### src/rtl/cnf_pkg.sv
// Shared definitions for the coherence notification way filter.
// Assumes a two-bit per-way coherence state, encoded as below.
package cnf_pkg;
    typedef enum logic [1:0] {
        ST_I = 2'b00,
        ST_S = 2'b01,
        ST_E = 2'b10,
        ST_M = 2'b11
    } mesi_e;

    localparam int CODE_W = 2;
endpackage

### src/rtl/cnf_deser.sv
// Beat collector: gathers NBEATS beats, most significant first, into one
// message and pulses msg_done for one cycle after the final beat.
// Assumes the padded message needs at least two beats.
module cnf_deser #(
    parameter int BEAT_W = 3,
    parameter int MSG_W  = 14
) (
    input  logic             clk,
    input  logic             rst_n,
    input  logic             beat_valid,
    input  logic             beat_sop,
    input  logic [BEAT_W-1:0] beat_data,
    output logic             msg_done,
    output logic [MSG_W-1:0] msg
);
    localparam int NBEATS = (MSG_W + BEAT_W - 1) / BEAT_W;
    localparam int SH_W   = NBEATS * BEAT_W;
    localparam int CNT_W  = $clog2(NBEATS + 1);

    logic [SH_W-1:0]  sh_q;
    logic [SH_W-1:0]  sh_next;
    logic [CNT_W-1:0] cnt_q;
    logic [CNT_W-1:0] cnt_next;
    logic             take;

    // Decide whether this beat belongs to a message and where it lands.
    always_comb begin
        take     = beat_valid && (beat_sop || (cnt_q != '0));
        cnt_next = beat_sop ? CNT_W'(1) : cnt_q + CNT_W'(1);
        sh_next  = {sh_q[SH_W-BEAT_W-1:0], beat_data};
    end

    // Shift beats in, count them and latch the finished message.
    always_ff @(posedge clk) begin
        if (!rst_n) begin
            sh_q     <= '0;
            cnt_q    <= '0;
            msg      <= '0;
            msg_done <= 1'b0;
        end else begin
            msg_done <= 1'b0;
            if (take) begin
                sh_q <= sh_next;
                if (cnt_next == CNT_W'(NBEATS)) begin
                    cnt_q    <= '0;
                    msg      <= sh_next[SH_W-1 -: MSG_W];
                    msg_done <= 1'b1;
                end else begin
                    cnt_q <= cnt_next;
                end
            end
        end
    end
endmodule

### src/rtl/cnf_way_filter.sv
// One way's filter: masked tag compare, private exclusion and state filter.
// Assumes the action flags are mutually exclusive and that en is high only
// in the decision cycle.
module cnf_way_filter #(
    parameter int TAG_W = 19
) (
    input  logic             en,
    input  logic             act_own_inv,
    input  logic             act_own_dgr,
    input  logic             act_shr_inv,
    input  logic [TAG_W-1:0] key_tag,
    input  logic [TAG_W-1:0] cmp_mask,
    input  logic [TAG_W-1:0] tag,
    input  logic [1:0]       state,
    input  logic             priv,
    output logic             inv,
    output logic             dgr,
    output logic             own_hit
);
    import cnf_pkg::*;

    logic tag_ok;
    logic is_owner;
    logic is_sharer;
    logic eligible;

    // Classify the way and combine the filters into strobes.
    always_comb begin
        tag_ok    = ((tag ^ key_tag) & cmp_mask) == '0;
        is_owner  = (state == ST_E) || (state == ST_M);
        is_sharer = (state == ST_S);
        eligible  = en && tag_ok && !priv;
        inv       = eligible && ((act_own_inv && is_owner) || (act_shr_inv && is_sharer));
        dgr       = eligible && act_own_dgr && is_owner;
        own_hit   = eligible && is_owner && (act_own_inv || act_own_dgr);
    end
endmodule

### src/rtl/cnf_fwd_pick.sv
// Picks the lowest-numbered way from a hit vector as a one-hot result.
// Assumes nothing about how many bits of the input are set.
module cnf_fwd_pick #(
    parameter int WAYS = 4
) (
    input  logic [WAYS-1:0] hits,
    output logic [WAYS-1:0] pick,
    output logic            any
);
    // Scan upward and keep only the first set bit.
    always_comb begin
        pick = '0;
        any  = 1'b0;
        for (int w = 0; w < WAYS; w++) begin
            if (hits[w] && !any) begin
                pick[w] = 1'b1;
                any     = 1'b1;
            end
        end
    end
endmodule

### src/rtl/coh_notify_filter.sv
// Receiver for broadcast coherence notifications at one private cache.
// Rebuilds a message from serial beats, presents its set for lookup, and in
// the decision cycle filters every way of that set by address, state and
// private flag. FWD_MODE selects the full-address forwarding format instead
// of the compact index-plus-extra-bits format.
// Assumes the cache returns the set's tags, states and flags in the cycle
// that lookup_valid is high.
module coh_notify_filter #(
    parameter int WAYS       = 4,
    parameter int SETS       = 128,
    parameter int LINE_BYTES = 64,
    parameter int PA_W       = 32,
    parameter int EXTRA_W    = 5,
    parameter int BEAT_W     = 3,
    parameter int ID_W       = 4,
    parameter bit FWD_MODE   = 1'b0
) (
    input  logic                                 clk,
    input  logic                                 rst_n,
    input  logic                                 beat_valid,
    input  logic                                 beat_sop,
    input  logic [BEAT_W-1:0]                    beat_data,
    output logic                                 lookup_valid,
    output logic [$clog2(SETS)-1:0]              lookup_set,
    input  logic [WAYS*(PA_W-$clog2(LINE_BYTES)-$clog2(SETS))-1:0] way_tag,
    input  logic [2*WAYS-1:0]                    way_state,
    input  logic [WAYS-1:0]                      way_private,
    output logic [WAYS-1:0]                      inv_way,
    output logic [WAYS-1:0]                      dgr_way,
    output logic                                 fwd_valid,
    output logic [WAYS-1:0]                      fwd_way,
    output logic [ID_W-1:0]                      fwd_id,
    output logic                                 fwd_inval
);
    import cnf_pkg::*;

    localparam int OFF_W = $clog2(LINE_BYTES);
    localparam int IDX_W = $clog2(SETS);
    localparam int TAG_W = PA_W - OFF_W - IDX_W;
    localparam int PAY_W = FWD_MODE ? (ID_W + TAG_W + IDX_W) : (IDX_W + EXTRA_W);
    localparam int MSG_W = CODE_W + PAY_W;

    logic               done;
    logic [MSG_W-1:0]   msg;
    logic [CODE_W-1:0]  code;
    logic [TAG_W-1:0]   key_tag;
    logic [TAG_W-1:0]   cmp_mask;
    logic               act_own_inv;
    logic               act_own_dgr;
    logic               act_shr_inv;
    logic [WAYS-1:0]    own_hit;
    logic [WAYS-1:0]    pick;
    logic               pick_any;

    cnf_deser #(
        .BEAT_W (BEAT_W),
        .MSG_W  (MSG_W)
    ) deser_i (
        .clk        (clk),
        .rst_n      (rst_n),
        .beat_valid (beat_valid),
        .beat_sop   (beat_sop),
        .beat_data  (beat_data),
        .msg_done   (done),
        .msg        (msg)
    );

    assign code         = msg[MSG_W-1 -: CODE_W];
    assign lookup_valid = done;

    // Field layout and action-code meaning differ between the two formats.
    if (FWD_MODE) begin : g_fwd_fmt
        assign lookup_set  = msg[IDX_W-1:0];
        assign key_tag     = msg[IDX_W+TAG_W-1:IDX_W];
        assign cmp_mask    = '1;
        assign act_shr_inv = (code == 2'b00);
        assign act_own_dgr = (code == 2'b01);
        assign act_own_inv = (code == 2'b10);

        cnf_fwd_pick #(.WAYS(WAYS)) pick_i (
            .hits (own_hit),
            .pick (pick),
            .any  (pick_any)
        );

        assign fwd_valid = pick_any;
        assign fwd_way   = pick;
        assign fwd_id    = pick_any ? msg[MSG_W-CODE_W-1 -: ID_W] : '0;
        assign fwd_inval = pick_any && act_own_inv;
    end else begin : g_compact_fmt
        assign lookup_set  = msg[MSG_W-CODE_W-1 -: IDX_W];
        assign key_tag     = TAG_W'(msg[EXTRA_W-1:0]);
        assign cmp_mask    = TAG_W'({EXTRA_W{1'b1}});
        assign act_own_inv = (code == 2'b00);
        assign act_shr_inv = (code == 2'b01);
        assign act_own_dgr = (code == 2'b10);
        assign pick        = '0;
        assign pick_any    = 1'b0;
        assign fwd_valid   = 1'b0;
        assign fwd_way     = '0;
        assign fwd_id      = '0;
        assign fwd_inval   = 1'b0;
    end

    // One filter per way of the set.
    for (genvar w = 0; w < WAYS; w++) begin : g_way
        cnf_way_filter #(.TAG_W(TAG_W)) filt_i (
            .en          (done),
            .act_own_inv (act_own_inv),
            .act_own_dgr (act_own_dgr),
            .act_shr_inv (act_shr_inv),
            .key_tag     (key_tag),
            .cmp_mask    (cmp_mask),
            .tag         (way_tag[w*TAG_W +: TAG_W]),
            .state       (way_state[2*w +: 2]),
            .priv        (way_private[w]),
            .inv         (inv_way[w]),
            .dgr         (dgr_way[w]),
            .own_hit     (own_hit[w])
        );
    end
endmodule

### config.mk
export PLATFORM = sky130hd
export DESIGN_NAME = coh_notify_filter
export DESIGN_NICKNAME = d
export VERILOG_FILES = /design/src/rtl/cnf_pkg.sv /design/src/rtl/cnf_deser.sv /design/src/rtl/cnf_way_filter.sv /design/src/rtl/cnf_fwd_pick.sv /design/src/rtl/coh_notify_filter.sv
export SDC_FILE = /design/constraint.sdc
export NUM_CORES = 1
export LEC_CHECK = 0
export BUFFER_PORTS_ARGS = -buffer_cell sky130_fd_sc_hd__buf_2
export CAP_MARGIN = 0
export CORE_ASPECT_RATIO = 0.5
export CORE_MARGIN = 5
export CORE_UTILIZATION = 42
export CTS_BUF_LIST = sky130_fd_sc_hd__clkbuf_16
export DETAILED_ROUTE_END_ITERATION = 12
export PLACE_DENSITY = 0.8
export SYNTH_ARGS = -nofsm -noshare
export SYNTH_HDL_FRONTEND = slang
export SYNTH_SLANG_ARGS = --single-unit
### constraint.sdc
create_clock -name clk -period 2.3 [get_ports clk]
set_input_delay 0.115 -clock clk [delete_from_list [all_inputs] [get_ports clk]]
set_output_delay 0.115 -clock clk [all_outputs]
set_load 0.02 [all_outputs]
# [Word level (Yosys, flattened, before mapping)]
# Cells that the tools add are included.
[word_totals] register_bits=30 in_bits=95
[classes] addsub=1 n_eq_ne=15 mux=3 bitwise=4 n_reduce_logical=50
[op_table] cell="19-bit logical NOT" n=4
[op_table] cell="1-bit logical AND" n=29
[op_table] cell="5-bit XOR" n=4
[op_table] cell="2-bit equality test (second input constant)" n=9
[op_table] cell="2-bit by 1-bit equality test with 1-bit output (second input constant)" n=5
[op_table] cell="1-bit logical OR" n=9
[op_table] cell="3-bit 2-to-1 mux" n=2
[op_table] cell="1-bit logical NOT" n=4
[op_table] cell="2-bit AND reduction" n=2
[op_table] cell="3-bit by 1-bit adder with 3-bit output (second input constant)" n=1
[op_table] cell="3-bit equality test (second input constant)" n=1
[op_table] cell="3-bit nonzero test" n=1
[op_table] cell="2-bit logical NOT" n=1
[op_table] cell="1-bit 2-to-1 mux" n=1

# [Depth between registers and ports, before layout]
# Gate-level depths: netlist of run 1.
[depth] ltp_word=6 depth_mapped=6

# [Cells and area by module]
# Synthesis of run 1 repeated with hierarchy kept, for this count alone.
[hier_totals] cells_unflattened=319 area_unflattened_um2=2553.7
[modules_own_cells] module="cnf_deser" n_inst=1 cells_per_inst=140 area_per_inst_um2=1246.2
[modules_own_cells] module="cnf_way_filter" n_inst=4 cells_per_inst=41 area_per_inst_um2=301.5
[modules_own_cells] module="coh_notify_filter" n_inst=1 cells_per_inst=15 area_per_inst_um2=101.3

# [Least setup slack after synthesis of run 1]
# OpenSTA, ideal clock, no wires.
[synth_path] path_kind="register to register" start="register deser_i.cnt_q[0]" end="register deser_i.msg[0]" arrival_time_ns=1.862 slack_ns=0.367 path_stages_with_launch=7 n_path_buf=1 period_less_slack_ns=1.933 cell_sequence="dfxtp_1 > inv_1 > ha_1 > or3_4 > nor4_4 > buf_6 > mux2i_1"
[synth_between] elab_chain_len=4 word_cells_on_any_way=7
[synth_rtl] element="from (decl)" line="cnf_deser.sv:22" text="logic [CNT_W-1:0] cnt_q;"
[synth_rtl] element="from (signal assigned)" line="cnf_deser.sv:49" text="cnt_q <= cnt_next;"
[synth_rtl] element="3-bit by 1-bit adder with 3-bit output / 3-bit nonzero test (equally long branches)" line="cnf_deser.sv:29, cnf_deser.sv:28"
[synth_rtl] element="3-bit 2-to-1 mux / 1-bit logical OR (equally long branches)" line="cnf_deser.sv:29, cnf_deser.sv:28"
[synth_rtl] element="3-bit equality test / 1-bit logical AND (equally long branches)" line="cnf_deser.sv:44, cnf_deser.sv:28"
[synth_rtl] element="2-bit AND reduction (no line) *"
[synth_rtl] element="to (signal assigned)" line="cnf_deser.sv:46" text="msg <= sh_next[SH_W-1 -: MSG_W];"
[synth_rtl] element="to (decl)" line="cnf_deser.sv:14" text="output logic [MSG_W-1:0] msg"
# Every way passes the cells marked *; elsewhere a longest branch is shown, timed or not.
# A chain may end at the register's enable or synchronous reset.

# [Final worst setup path of run 1]
[layout_path] start="register deser_i.cnt_q[0]" end="register deser_i.msg[11]"
# The elaborated chain is that of the path after synthesis.

==> flow_summary.json, run 1 <==
{
  "nets": 354,
  "clkTransAtPathRegs_ns": 0.05,
  "syn2layout_area_growth_pct": 15.4,
  "use_met2": 0.257,
  "holdCritPathClass": "primary input to register",
  "grt_pass1_vias": 1539,
  "routed_wl_um": 4180,
  "switching_share": 0.238,
  "synthCells": 224,
  "clockBufferDepth": 2,
  "cts_resized": 0,
  "port_buffers": 54,
  "cts-root-buf": "clkbuf_16",
  "p_int_uw": 978,
  "ys.flop_type": "dfxtp_1",
  "cp-end-kind": "register",
  "cts.htree.levels": 2,
  "ant_nets": 0,
  "drc": 0,
  "grt_max_degree": 32,
  "yosys-top-cells-count": "nand2_1, dfxtp_1, buf_4",
  "core_um2": 4040,
  "ys_top_cells_by_area": "dfxtp_1, buf_4, xnor2_1, nand2_1, mux2i_1",
  "ys_ff_latch": 30,
  "finalHoldViolations": 0,
  "comb_power_share": 0.114,
  "cp.required_ns": 2.50,
  "p_sw_uw": 306,
  "first_pass_iters": 4,
  "synth_edf_count": 0,
  "async_flop_share": 0,
  "peakVddDrop_uv": 270,
  "path_class": "register to register",
  "fmax_mhz": 513,
  "fin_worst_skew_ns": 0.00276,
  "crit_family": "simple AND/OR/NAND/NOR gates",
  "clkSinkCount": 30,
  "via_per_inst": 4.99,
  "period_minus_slack_ns": 1.95,
  "grt_setup_unrepaired": "false",
  "dr_total_vias": 1556,
  "avgRoutedWirePerCell_um": 13.4,
  "setup_viol": 0,
  "synth_top_area_frac": 0.329,
  "syn_area_per_cell_um2": 8.14,
  "critPathArrivalTime_ns": 2.15,
  "antenna_found_initial": 0,
  "post-synth-top-area-cell": "dfxtp_1",
  "clock_latency_ns": 0.27,
  "p_seq_frac": 0.416,
  "slew_violations": 0,
  "clockPowerShare": 0.469,
  "cts_buffers": 5,
  "post_cts_buffers": 0,
  "yosys_warnings": 0,
  "leakagePower_uw": 0.000806,
  "cts_tree": "done",
  "place_inst": 304,
  "grt_util_met1": 0.164,
  "relSlewSlack": 0.553,
  "place.gp.congestion": 0.736,
  "max_stage_delay_ns": 0.40,
  "crit_buf_inv": 2,
  "top_usage_layer": "met2",
  "start_kind": "register",
  "grt_usage": 0.147,
  "die-height_um": 56.6,
  "dr.first_iter.drc_count": 54,
  "timing.setup.tns_ns": 0,
  "die_area_um2": 5840,
  "fp-row-count": 16,
  "cpMaxStageDelayCell": "or3_4",
  "start_util": 0.451,
  "ctsHoldBuffers": 0,
  "io_pins": 121,
  "status": "complete, no violations",
  "synth_cell_types": 31,
  "worstMarginPinSlew_ns": 0.670,
  "dp_hpwl_um": 3070,
  "yosysMostFrequentCell": "nand2_1",
  "crit_fanout": 15,
  "grt_pass1_wl_um": 6830,
  "seq_area_frac_synth": 0.329,
  "power_density_nw_per_um2": 610,
  "max_cap_violations": 0,
  "grt_overflow_total": 0,
  "finalCritPeriodShare": 0.847,
  "drive_gt1_frac": 0.271,
  "path_cells": "inv_1 > ha_1 > or3_4 > nor4_4 > buf_4 > mux2i_1",
  "die_w_um": 103,
  "synth_area_um2": 1820,
  "stdcell_count": 312,
  "met3_usage": 0.0544,
  "antenna_cells": 0
}
==> cell usage in the layout (no fill, tap or decap), types with 2 or more instances in the layout <==
master and instances:
mux2i_1 14, nor4_1 5, buf_2 54, conb_1 10, xnor2_1 21, nor2b_1 6
nand2_1 39, clkbuf_16 5, nand4_1 4, nand3_1 12, o21ai_0 13, a21oi_1 13
ha_1 2, inv_1 5, dfxtp_1 30, buf_4 3, mux2_2 4, nor3_1 4
==> tightest hold or removal path, cell delays in order <==
cell and delay (ns):
buf_2 0.10, nand3_1 0.06, a21oi_1 0.05
==> power groups by stage <==
stage / clock (uW) / sequential (uW) / combinational, uW
after floorplan: 0 / 543 / 104
after global placement: 0 / 544 / 139
after detailed placement: 0 / 545 / 145
after CTS: 613 / 535 / 146
after global routing: 642 / 535 / 163
final: 603 / 535 / 147
==> area by class of cell <==
type	count	area (um^2)
Fill cell	374	1940
Multi-Input combinational cell	159	991
Sequential cell	30	601
Timing Repair Buffer	57	293
Clock buffer	5	125
Tap cell	54	67.6
Inverter	4	15.0
Clock inverter	3	12.5
==> worst paths after layout <==
path	from	endpoint	slack, ns	depth (start not counted)
worst min register to register	deser_i.msg[9]$_SDFFE_PN0P_	deser_i.msg[9]$_SDFFE_PN0P_	0.46	2
worst max-delay path	deser_i.cnt_q[0]$_SDFFE_PN0P_	deser_i.msg[11]$_SDFFE_PN0P_	0.35	6
worst min-delay path	beat_data[0]	deser_i.sh_q[0]$_SDFFE_PN0P_	0.10	3
worst max register to register	deser_i.cnt_q[0]$_SDFFE_PN0P_	deser_i.msg[11]$_SDFFE_PN0P_	0.35	6
==> kinds of logic after synthesis <==
logic type / Yosys count / synth area share
buffers and inverters: 44 / 0.146
other: 1 / 0.00206
muxes: 18 / 0.102
xor gates and xnor gates: 21 / 0.101
and+or+nand+nor: 77 / 0.215
AOI/OAI and AO/OA: 31 / 0.0919
adders and majority gates: 2 / 0.0137
DFF: 30 / 0.329
==> per-layer routing <==
layer  wire length, um  vias up
met1              1700      703
li1                  -      787
met4                69        0
met3               450        7
met2              1960       59
met5                 0        -
==> state kept, by name, indices dropped and copies added (netlist names) <==
signal / count
deser_i.cnt_q: 3
deser_i.msg: 14
deser_i.msg_done: 1
deser_i.sh_q: 12
==> per-stage QoR <==
step | total power [uW] | instance area (um^2) | hold slack, ns | utilization | setup WS [ns]
4_1_cts | 1290 | 2100 | 0.0999 | 0.520 | 0.342
5_1_grt | 1340 | 2100 | 0.105 | 0.520 | 0.213
3_3_place_gp | 683 | 1970 | 0.375 | 0.486 | 0.451
3_5_place_dp | 689 | 1970 | 0.385 | 0.486 | 0.368
2_1_floorplan | 646 | 1860 | 0.257 | - | 0.367
6_report | 1280 | 2100 | 0.105 | 0.520 | 0.351
(Power assumes the default switching activity.)
==> run 2: changes to the inputs <==
- clock period: 2.3 -> 1.8 ns (I/O delays scaled with it)
==> run 2 against run 1 <==
Compared with the run above:
- sequential share of layout area fell by 0.53 points
- first-iteration DRC count rose by 61%
- non-clock buffer count rose by 2
- die area did not move
- sequential power rose by 28%
- via count rose by 0.26%
- final area rose by 2.7%
- largest cell class unchanged
==> flow_summary.json, run 2 (synthesis gave the netlist of run 1 again) <==
{
  "timing.rr.start": "deser_i.cnt_q[0]$_SDFFE_PN0P_",
  "fill_cells": 372,
  "ant_nets": 0,
  "multiInputGateArea_um2": 1000,
  "switching_share": 0.238,
  "dr.first_iter.drc_count": 87,
  "final_area_um2": 2160,
  "clockBufferDepth": 2,
  "die-height_um": 56.6,
  "max_cap_violations": 0,
  "core_um2": 4040,
  "reg2reg_slack_ns": 0.05,
  "finalCritPeriodShare": 0.971,
  "die_w_um": 103,
  "min_path_cells": 3,
  "syn2layout_area_growth_pct": 18.5,
  "cts.htree.levels": 2,
  "clkSinkCount": 30,
  "antenna_found_initial": 0,
  "crit_fanout": 7,
  "cts-root-buf": "clkbuf_16",
  "cp.required_ns": 2.00,
  "layout_commonest_cell": "buf_2",
  "leakagePower_uw": 0.000828,
  "fin_total_pwr_uw": 1650,
  "largest_reg_flops": 14,
  "worstHoldStart": "beat_data[0]",
  "dp_hpwl_um": 2990,
  "critPathArrivalTime_ns": 1.95,
  "regMostFlops": "deser_i.msg",
  "first_pass_iters": 4,
  "io_pins": 121,
  "setup_viol": 0,
  "cp-end-kind": "register",
  "finalHoldViolations": 0,
  "ff_latch_area_um2": 606,
  "grt_usage": 0.144,
  "peakVddDrop_uv": 369,
  "final_util": 0.535,
  "avgRoutedWirePerCell_um": 13.0,
  "comb_power_share": 0.117,
  "port_buffers": 54,
  "clkTransAtPathRegs_ns": 0.05,
  "grt_pass1_vias": 1502,
  "via_per_inst": 4.97,
  "relSlewSlack": 0.646,
  "fp-row-count": 16,
  "antenna_cells": 0,
  "die_area_um2": 5840,
  "dr_total_vias": 1560,
  "final_cell_mix": "buf_2, nand2_1, dfxtp_1",
  "stdcell_count": 314,
  "p_sw_uw": 392,
  "r2r_cells": 6,
  "worstMarginPinSlew_ns": 0.530,
  "place.gp.congestion": 0.745,
  "start_util": 0.451,
  "holdCritPathClass": "primary input to register",
  "grt_max_degree": 32,
  "reg2reg_to": "deser_i.msg[7]$_SDFFE_PN0P_",
  "clock_latency_ns": 0.27,
  "top_regs": "deser_i.msg x14, deser_i.sh_q x12, deser_i.cnt_q x3",
  "clockPowerShare": 0.468,
  "power_density_nw_per_um2": 762,
  "fin_worst_skew_ns": 0.00222,
  "start_kind": "register",
  "status": "complete, no violations",
  "slew_violations": 0,
  "grt_pass1_wl_um": 6660,
  "timing.setup.tns_ns": 0,
  "period_minus_slack_ns": 1.75,
  "p_seq_frac": 0.415,
  "place_inst": 305,
  "p_int_uw": 1260,
  "grt_setup_unrepaired": "true",
  "grt_overflow_total": 0,
  "path_class": "register to register",
  "cts_buffers": 5,
  "drc": 0,
  "hold_end": "deser_i.sh_q[0]$_SDFFE_PN0P_",
  "drive_gt1_frac": 0.296,
  "fmax_mhz": 572,
  "placement.cell_area_um2": 2000,
  "ctsHoldBuffers": 0,
  "routed_wl_um": 4080,
  "nets": 356,
  "cts_tree": "done"
}
-- run 2: worst max-delay path by stage --
stage	endpoint	cells past startpoint	slack [ns]	from
2_1_floorplan	deser_i.msg[0]$_SDFFE_PN0P_	6	-0.07	deser_i.cnt_q[0]$_SDFFE_PN0P_
3_3_place_gp	deser_i.msg[8]$_SDFFE_PN0P_	6	0.07	deser_i.cnt_q[0]$_SDFFE_PN0P_
3_5_place_dp	deser_i.msg[8]$_SDFFE_PN0P_	6	0.004	deser_i.cnt_q[0]$_SDFFE_PN0P_
4_1_cts	deser_i.msg[8]$_SDFFE_PN0P_	7	0.04	deser_i.cnt_q[0]$_SDFFE_PN0P_
5_1_grt	deser_i.msg[8]$_SDFFE_PN0P_	6	-0.04	deser_i.cnt_q[0]$_SDFFE_PN0P_
6_report	deser_i.msg[7]$_SDFFE_PN0P_	6	0.05	deser_i.cnt_q[0]$_SDFFE_PN0P_
-- run 2: critical path, stage by stage (launching register included) --
cell	delay, ns
dfxtp_4	0.36
inv_2	0.05
ha_4	0.22
or3_4	0.35
nor4_4	0.20
bufbuf_16	0.32
mux2i_1	0.17
-- run 2: area by class of cell --
cell class | count | area share
Multi-Input combinational cell | 159 | 0.464
Sequential cell | 30 | 0.280
Timing Repair Buffer | 59 | 0.154
Clock buffer | 5 | 0.0579
Tap cell | 54 | 0.0313
Inverter | 4 | 0.00694
Clock inverter | 3 | 0.00579
-- run 2: repair_timing --
item                                    in CTS  in global routing
cloned                                       1                  0
gates resized for setup                      0                  1
setup buffers                                1                  0
endpoints found under the setup margin       1                 14
pin swaps                                    1                  0
-- run 2: layer usage --
layer	share of wire	wire length [um]	GRT usage
met5	0	0	0
met4	0.010	42	0.0535
met3	0.12	469	0.0532
met2	0.45	1840	0.233
met1	0.42	1720	0.173
-- run 2: power groups by stage --
| stage | Sequential (uW) | Clock [uW] | Combinational (uW) |
|---|---|---|---|
| 6_report | 684 | 770 | 193 |
| 5_1_grt | 684 | 826 | 214 |
| 4_1_cts | 684 | 789 | 192 |
| 3_5_place_dp | 697 | 0 | 191 |
| 3_3_place_gp | 697 | 0 | 184 |
| 2_1_floorplan | 695 | 0 | 136 |
-- run 2: per-stage QoR --
step	setup WS, ns	hold WS [ns]
2_1_floorplan	-0.0694	0.232
3_3_place_gp	0.0733	0.354
3_5_place_dp	0.00371	0.368
4_1_cts	0.0383	0.0735
5_1_grt	-0.0440	0.0807
6_report	0.0525	0.0791
==> run 3: changes to the inputs <==
- clock period: 1.8 -> 1.9 ns (I/O delays scaled with it)
==> run 3 against run 2 <==
Compared with the run above:
- non-clock buffer count up 1
- sequential power is 5.3% lower
- sequential cell count unchanged
- routed wire length is 6.1% higher
- clock power is 5.8% lower
- clock-buffer cell count stayed put
- via count grew 2.4%
- maximum frequency fell by 0.31%
- sequential share of layout area decreased by 0.29 points
- final area up 0.41%
- highest routed layer unchanged
==> flow_summary.json, run 3 (synthesis gave the netlist of run 1 again) <==
{
  "ctsHoldBuffers": 0,
  "relSlewSlack": 0.636,
  "setup_viol": 0,
  "clkSinkCount": 30,
  "routed_wl_um": 4330,
  "layout_commonest_cell": "buf_2",
  "cts_resized": 0,
  "largest_reg_flops": 14,
  "startpoint": "deser_i.cnt_q[0]$_SDFFE_PN0P_",
  "grt_usage": 0.143,
  "worstMarginPinSlew_ns": 0.545,
  "peakVddDrop_uv": 298,
  "grt_pass1_wl_um": 6640,
  "antenna_cells": 0,
  "first_pass_iters": 4,
  "cts_buffers": 5,
  "holdCritPathClass": "primary input to register",
  "dr_total_vias": 1598,
  "path_cells": "inv_1 > ha_4 > or3_4 > nor4_4 > buf_4 > clkbuf_16 > mux2i_1",
  "antenna_found_initial": 0,
  "finalCritPeriodShare": 0.923,
  "crit_buf_inv": 3,
  "ant_nets": 0,
  "cp-end-kind": "register",
  "clock_latency_ns": 0.27,
  "drc": 0,
  "final_util": 0.537,
  "cp.required_ns": 2.09,
  "regMostFlops": "deser_i.msg",
  "grt_pass1_vias": 1545,
  "clockBufferDepth": 2,
  "fin_total_pwr_uw": 1560,
  "die-height_um": 56.6,
  "reg2reg_slack_ns": 0.15,
  "slew_violations": 0,
  "reg2reg_to": "deser_i.msg[1]$_SDFFE_PN0P_",
  "fp-row-count": 16,
  "die_w_um": 103,
  "post_cts_buffers": 0,
  "max_stage_delay_ns": 0.36,
  "crit_family": "simple AND/OR/NAND/NOR gates",
  "drive_gt1_frac": 0.287,
  "path_class": "register to register",
  "max_cap_violations": 0,
  "leakagePower_uw": 0.000831,
  "nets": 357,
  "top_regs": "deser_i.msg x14, deser_i.sh_q x12, deser_i.cnt_q x3",
  "fill_cells": 363,
  "final_cell_mix": "buf_2, nand2_1, dfxtp_1",
  "place.gp.congestion": 0.744,
  "fmax_mhz": 570,
  "io_pins": 121,
  "syn2layout_area_growth_pct": 19.0,
  "die_area_um2": 5840,
  "core_um2": 4040,
  "status": "complete, no violations",
  "dr.first_iter.drc_count": 92,
  "worstHoldStart": "beat_data[0]",
  "start_util": 0.451,
  "grt_max_degree": 32,
  "timing.setup.tns_ns": 0,
  "cts_tree": "done",
  "dp_hpwl_um": 3100,
  "cts.htree.levels": 2,
  "fin_worst_skew_ns": 0.00255,
  "grt_overflow_total": 0,
  "period_minus_slack_ns": 1.75,
  "crit_fanout": 7,
  "grt_setup_unrepaired": "false",
  "port_buffers": 54,
  "clkTransAtPathRegs_ns": 0.05,
  "cts-root-buf": "clkbuf_16",
  "via_per_inst": 5.07,
  "avgRoutedWirePerCell_um": 13.7,
  "hold_end": "deser_i.sh_q[0]$_SDFFE_PN0P_",
  "start_kind": "register",
  "r2r_cells": 7,
  "critPathArrivalTime_ns": 1.95,
  "min_path_cells": 3,
  "timing.rr.start": "deser_i.cnt_q[0]$_SDFFE_PN0P_",
  "power_density_nw_per_um2": 718,
  "finalHoldViolations": 0,
  "cpMaxStageDelayCell": "dfxtp_2"
}
## run 3: final cells by class
| class | count | area [um^2] | area share |
|---|---|---|---|
| multi-input combinational | 159 | 1000 | 0.462 |
| timing repair buffer | 60 | 345 | 0.159 |
| tap | 54 | 67.6 | 0.0311 |
| inverter | 4 | 15.0 | 0.00692 |
| clock inverter | 3 | 12.5 | 0.00576 |
| clock buffer | 5 | 125 | 0.0576 |
| sequential | 30 | 602 | 0.277 |
## run 3: worst max path at each step
stage	to	slack (ns)	cells past startpoint
finish	deser_i.msg[1]$_SDFFE_PN0P_	0.15	7
global route	deser_i.sh_q[11]$_SDFFE_PN0P_	0.06	6
CTS	deser_i.msg[0]$_SDFFE_PN0P_	0.08	6
detailed placement	deser_i.msg[0]$_SDFFE_PN0P_	0.09	6
global placement	deser_i.msg[8]$_SDFFE_PN0P_	0.15	6
floorplan	deser_i.msg[0]$_SDFFE_PN0P_	0.009	6
## run 3: tightest hold or removal path, cell delays in order
cell	delay (ns)
buf_2	0.10
nand3_1	0.05
a21oi_1	0.06
## run 3: per-layer routing
metal | vias to the layer above | wire, um | track usage
li1 | 797 | - | -
met1 | 737 | 1770 | 0.155
met2 | 62 | 2100 | 0.257
met3 | 2 | 443 | 0.0433
met4 | 0 | 14 | 0.0590
met5 | - | 0 | 0
## run 3: report_power, final
part	internal, uW	total (uW)	switching [uW]
Combinational	78.0	185	107
Sequential	640	648	7.89
Clock	472	725	254
Total	1190	1560	369
## run 3: per-stage QoR
| step | hold slack [ns] | worst slack [ns] | cells | area, um^2 |
|---|---|---|---|---|
| 2_1_floorplan | 0.237 | 0.00949 | 233 | 1870 |
| 3_5_place_dp | 0.358 | 0.0910 | 305 | 2000 |
| 4_1_cts | 0.0840 | 0.0784 | 313 | 2140 |
| 5_1_grt | 0.0993 | 0.0585 | 315 | 2170 |
| 3_3_place_gp | 0.357 | 0.152 | 305 | 2000 |
| 6_report | 0.0843 | 0.147 | 315 | 2170 |
